==> src/rtl/irq_pkg.sv <==
package irq_pkg;
  localparam int STAT_W   = 8;
  localparam int B_TX     = 7;
  localparam int B_RXS    = 6;
  localparam int B_FIFO   = 5;
  localparam int B_CRC    = 4;
  localparam int B_PAR    = 3;
  localparam int B_FRAME  = 2;
  localparam int B_COLL   = 1;
  localparam int B_NORESP = 0;
  // bits that raise the request as soon as they set
  localparam logic [STAT_W-1:0] IMM_MASK = 8'h3F;
endpackage

==> src/rtl/irq_coll_detect.sv <==
module irq_coll_detect #(
  parameter int CNT_W  = 4,
  parameter int THR_LO = 6,
  parameter int THR_HI = 7
) (
  input  logic clk,
  input  logic por_n,
  input  logic clr,
  input  logic smp,
  input  logic tick,
  input  logic thr_sel,
  output logic hit
);
  localparam logic [CNT_W-1:0] CMAX = {CNT_W{1'b1}};
  localparam logic [CNT_W-1:0] TLO  = CNT_W'(THR_LO);
  localparam logic [CNT_W-1:0] THI  = CNT_W'(THR_HI);

  logic [CNT_W-1:0] cnt_q, base, thr;

  always_comb begin
    base = tick ? '0 : cnt_q;
    thr  = thr_sel ? THI : TLO;
    hit  = smp && (base >= thr);
  end

  always_ff @(posedge clk or negedge por_n) begin
    if (!por_n)                     cnt_q <= '0;
    else if (clr)                   cnt_q <= '0;
    else if (smp && base != CMAX)   cnt_q <= base + 1'b1;
    else                            cnt_q <= base;
  end
endmodule

==> src/rtl/irq_flag_bank.sv <==
module irq_flag_bank #(
  parameter int W = 8
) (
  input  logic         clk,
  input  logic         por_n,
  input  logic         clr_hard,
  input  logic         clr_soft,
  input  logic [W-1:0] set_vec,
  output logic [W-1:0] q
);
  for (genvar i = 0; i < W; i++) begin : g_flag
    always_ff @(posedge clk or negedge por_n) begin
      if (!por_n)        q[i] <= 1'b0;
      else if (clr_hard) q[i] <= 1'b0;
      else if (clr_soft) q[i] <= set_vec[i];
      else               q[i] <= q[i] | set_vec[i];
    end
  end
endmodule

==> src/rtl/irq_req_gen.sv <==
module irq_req_gen
  import irq_pkg::*;
(
  input  logic              clk,
  input  logic              por_n,
  input  logic              clr_hard,
  input  logic              clr_soft,
  input  logic [STAT_W-1:0] flags_q,
  input  logic [STAT_W-1:0] set_vec,
  input  logic              tx_end,
  input  logic              rx_end,
  output logic              irq_q
);
  logic keep_tx, keep_rx, fire;

  always_comb begin
    keep_tx = set_vec[B_TX]  | (flags_q[B_TX]  & ~clr_soft);
    keep_rx = set_vec[B_RXS] | (flags_q[B_RXS] & ~clr_soft);
    fire    = (|(set_vec & IMM_MASK)) | (tx_end & keep_tx) | (rx_end & keep_rx);
  end

  always_ff @(posedge clk or negedge por_n) begin
    if (!por_n)        irq_q <= 1'b0;
    else if (clr_hard) irq_q <= 1'b0;
    else if (clr_soft) irq_q <= fire;
    else               irq_q <= irq_q | fire;
  end
endmodule

==> src/rtl/irq_cause_reg.sv <==
module irq_cause_reg
  import irq_pkg::*;
#(
  parameter int COLL_CNT_W = 4,
  parameter int COLL_LO    = 6,
  parameter int COLL_HI    = 7
) (
  input  logic              clk,
  input  logic              por_n,
  input  logic              enable,
  input  logic              tx_start,
  input  logic              tx_end,
  input  logic              rx_sof,
  input  logic              rx_end,
  input  logic              fifo_lvl,
  input  logic              crc_err,
  input  logic              parity_err,
  input  logic              frame_err,
  input  logic              coll_smp,
  input  logic              bit_tick,
  input  logic              coll_thr_sel,
  input  logic              noresp_to,
  input  logic              crc_chk_off,
  input  logic              ctrl_wr,
  input  logic              rd_done,
  output logic [STAT_W-1:0] status,
  output logic              irq
);
  logic              clr_hard, clr_soft, coll_hit;
  logic [STAT_W-1:0] set_vec;

  always_comb begin
    clr_hard = ~enable;
    clr_soft = ctrl_wr | rd_done;
    set_vec           = '0;
    set_vec[B_TX]     = tx_start;
    set_vec[B_RXS]    = rx_sof;
    set_vec[B_FIFO]   = fifo_lvl;
    set_vec[B_CRC]    = crc_err & ~crc_chk_off;
    set_vec[B_PAR]    = parity_err;
    set_vec[B_FRAME]  = frame_err;
    set_vec[B_COLL]   = coll_hit;
    set_vec[B_NORESP] = noresp_to;
  end

  irq_coll_detect #(
    .CNT_W (COLL_CNT_W),
    .THR_LO(COLL_LO),
    .THR_HI(COLL_HI)
  ) u_coll (
    .clk    (clk),
    .por_n  (por_n),
    .clr    (clr_hard),
    .smp    (coll_smp),
    .tick   (bit_tick),
    .thr_sel(coll_thr_sel),
    .hit    (coll_hit)
  );

  irq_flag_bank #(.W(STAT_W)) u_flags (
    .clk     (clk),
    .por_n   (por_n),
    .clr_hard(clr_hard),
    .clr_soft(clr_soft),
    .set_vec (set_vec),
    .q       (status)
  );

  irq_req_gen u_req (
    .clk     (clk),
    .por_n   (por_n),
    .clr_hard(clr_hard),
    .clr_soft(clr_soft),
    .flags_q (status),
    .set_vec (set_vec),
    .tx_end  (tx_end),
    .rx_end  (rx_end),
    .irq_q   (irq)
  );
endmodule

==> config.mk <==
export PLATFORM = sky130hd
export DESIGN_NAME = irq_cause_reg
export DESIGN_NICKNAME = d
export VERILOG_FILES = /design/src/rtl/irq_pkg.sv /design/src/rtl/irq_coll_detect.sv /design/src/rtl/irq_flag_bank.sv /design/src/rtl/irq_req_gen.sv /design/src/rtl/irq_cause_reg.sv
export SDC_FILE = /design/constraint.sdc
export NUM_CORES = 1
export LEC_CHECK = 0
export ABC_AREA = 1
export BUFFER_PORTS_ARGS = -buffer_cell sky130_fd_sc_hd__buf_2
export CORE_MARGIN = 5
export CORE_UTILIZATION = 46
export CTS_CLUSTER_SIZE = 24
export DETAILED_ROUTE_END_ITERATION = 16
export PLACE_DENSITY = 0.85
export SKIP_LAST_GASP = 1
export SLEW_MARGIN = 20
export SYNTH_ARGS = -nofsm -noshare
export SYNTH_HDL_FRONTEND = slang
export SYNTH_SLANG_ARGS = --single-unit
==> constraint.sdc <==
create_clock -name clk -period 1.85 [get_ports clk]
set_input_delay 0.37 -clock clk [delete_from_list [all_inputs] [get_ports clk]]
set_output_delay 0.37 -clock clk [all_outputs]
set_load 0.02 [all_outputs]
==> flow_metrics.env <==
export IMPL_power_density_nw_per_um2=649
export IMPL_worst_ir_drop_vdd_uv=359
export IMPL_crit_required_ns=2.05
export IMPL_place_ws_ns=0.274
export IMPL_grt_use_total_pct=12.8
export IMPL_hold_viol=0
export IMPL_postSynthAreaPerCell_sq_um=7.55
export IMPL_cp_arrival_ns=1.59
export IMPL_rows=14
export IMPL_ys_seq_area_share_pct=46.8
export IMPL_ys_flop_type="dfrtp_1"
export IMPL_cp_cell_sequence="inv_1 > nor2_2 > inv_1 > ha_1 > inv_1 > nand2_1 > nand3_1 > a21oi_1 > nor2_1 > nor2_1"
export IMPL_antenna_found_initial=0
export IMPL_path_delay_family="simple AND/OR/NAND/NOR gates"
export IMPL_die_y_um=48.9
export IMPL_fillCellCount=130
export IMPL_hold_class="input port to flip-flop"
export IMPL_via_per_inst=4.93
export IMPL_num_vias=685
export IMPL_fin_tns_setup_ns=0
export IMPL_clock_latency_ns=0.27
export IMPL_setup_viol=0
export IMPL_synth_common_cells="nor2_1 (20), inv_1 (16), nand2_1 (15)"
export IMPL_leakagePower_nw=0.496
export IMPL_tightest_slew_ns=0.289
export IMPL_placed_cell_area_sq_um=845
export IMPL_grt_overflow_total=0
export IMPL_yosys_area_share_adder_pct=3.60
export IMPL_yosysMostFrequentCell="nor2_1"
export IMPL_fin_area_sq_um=881
export IMPL_worst_clock_skew_ns=0.00159
export IMPL_port_buffer_count=26
export IMPL_drt_iter0_markers=13
export IMPL_path_buf_inv=3
export IMPL_grt_pass1_vias=589
export IMPL_drv_cap=0
export IMPL_root_buffer="clkbuf_4"
export IMPL_fin_crit_sh_pct=75.0
export IMPL_synth_top_family_by_area="simple AND/OR/NAND/NOR gates"
export IMPL_r2r_setup_slack_ns=0.46
export IMPL_syn_area_sq_um=694
export IMPL_synthSimpleGateAreaFrac_pct=31.9
export IMPL_place_hpwl_um=1220
export IMPL_dr_pass1_iters=4
export IMPL_clk_path_buf_depth=2
export IMPL_critPathSlowestCell="dfrtp_1"
export IMPL_fin_nets=144
export IMPL_routed_wl_um=1520
export IMPL_drtAntennaViolNets=0
export IMPL_worst_r2r_startpoint="u_coll.cnt_q[0]"
export IMPL_areaGrowthSynthToFinish_pct=26.8
export IMPL_cts_reportedPaths_clkPinSlew_ns=0.08
export IMPL_finalWeightedCongestion=0.790
export IMPL_cp_common_cell="inv_1"
export IMPL_critical_path_max_fanout=4
export IMPL_drive_gt1_share_pct=29.3
export IMPL_core_area_sq_um=1470
export IMPL_worst_setup_path_type="flip-flop to flip-flop"
export IMPL_async_flop_share_pct=100
export IMPL_cp_start_kind="flip-flop"
export IMPL_start_util_pct=47.2
export IMPL_synth_cell_type_count=14
export IMPL_drcViolationCount=0
export IMPL_critPathCaptureType="flip-flop"
export IMPL_period_minus_slack_ns=1.39
export IMPL_maxSlewHeadroom_pct=80.8
export IMPL_cts_tree="built"
export IMPL_clock_sinks=13
export IMPL_num_antenna_cells=0
export IMPL_wire_per_inst_um=10.9
export IMPL_ys_top_cells_by_area="dfrtp_1 (47%), nor2_1 (11%), inv_1 (8.6%)"
export IMPL_ys_warn_count=0
export IMPL_synth_mux_area_share_pct=0
export IMPL_die_area_sq_um=2390
export IMPL_synth_compound_area_share_pct=7.93
export IMPL_synth_nets=112
export IMPL_timing_fmax_mhz=721
export IMPL_status="completed"
export IMPL_synth_xor_area_share_pct=0
export IMPL_grt_start_max_net_pins=14
export IMPL_num_io_pins=27
export IMPL_grt_pass1_wl_um=2460
export IMPL_cts_buffers=3
export IMPL_cp_startpoint="u_coll.cnt_q[0]"
export IMPL_postCtsSetupBuffers=0
export IMPL_cts_htree_levels=1
export IMPL_syn_inst=92
export IMPL_hold_slack_ns=0.339
export IMPL_rsz0062_at_grt="no"
export IMPL_slowest_delay_ns=0.33
export IMPL_synth_largest_area_cell="dfrtp_1"
export IMPL_fin_ws_ns=0.463
export IMPL_ys_seq_elements=13
export IMPL_fp_dieW_um=48.9
export IMPL_synth_edf_count=0
export IMPL_worstHoldStart="noresp_to"
export IMPL_synth_top_area_share_pct=46.8
export IMPL_final_max_slew_viol_count=0
==> state kept, by name (all words and copies together), names as in the netlist <==
signal,flops
u_req.irq_q,1
u_flags.q,8
u_coll.cnt_q,4
==> power by group <==
group	internal, W	total (W)	switching (W)
sequential	0.000296	0.000303	0.00000623
combinational	0.0000374	0.0000986	0.0000612
clock	0.0000833	0.000171	0.0000875
total	0.000417	0.000572	0.000155
==> routing by layer <==
layer  global-route usage, %  wire length [um]
met5                       0                 0
met4                    2.69                10
met3                    1.83                57
met2                    24.1               820
met1                    15.0               628
==> logic make-up (layout without fill, tap and decap cells) <==
group,Yosys count,count (layout)
AND/OR/NAND/NOR,48,48
buffers and inverters,18,49
flip-flops,13,13
adder cells (fa/ha/maj),2,2
AO/OA/AOI/OAI,11,11
==> worst paths after layout <==
kind                                end  cells past startpoint
max in group asynchronous  u_flags.q[7]                      2
min in group asynchronous  u_flags.q[4]                      2
max                         u_req.irq_q                     10
min reg2reg                u_flags.q[0]                      2
max reg2reg                 u_req.irq_q                     10
min                        u_flags.q[0]                      3
==> repair_timing <==
action | CTS | global route
gates resized for setup | 0 | 0
hold buffers | 1 | 0
hold endpoints to repair | 13 | 0
==> per-stage QoR <==
stage          instances  power [W]  utilization, %
2_1_floorplan         92   0.000358               -
3_3_place_gp         134   0.000402            57.4
3_5_place_dp         134   0.000406            57.4
4_1_cts              139   0.000576            59.9
5_1_grt              139   0.000602            59.9
6_report             139   0.000572            59.9
==> final cells by class <==
| cell class | instances | area [sq um] | share of cell area [%] |
|---|---|---|---|
| Sequential cell | 13 | 325 | 36.9 |
| Multi-Input combinational cell | 61 | 302 | 34.2 |
| Inverter | 18 | 67.6 | 7.67 |
| Tap cell | 16 | 20.0 | 2.27 |
| Timing Repair Buffer | 27 | 140 | 15.9 |
| Clock buffer | 4 | 26.3 | 2.98 |
==> placed cells by master (no fill, tap or decap) <==
cell type	instances
a21oi_1	10
buf_2	26
clkbuf_1	1
clkbuf_4	3
clkinv_1	1
dfrtp_1	13
dlygate4sd3_1	1
ha_1	2
inv_1	16
inv_2	1
nand2_1	15
nand2_2	1
nand3_1	5
nand4_1	2
nor2_1	20
nor2_2	2
nor2_4	3
o21ai_0	1
==> worst min-delay path, stage by stage <==
cell and delay (ns):
buf_2 0.09, a21oi_1 0.04, nor2_1 0.07
Note: power is estimated with default switching activity, not from simulation.
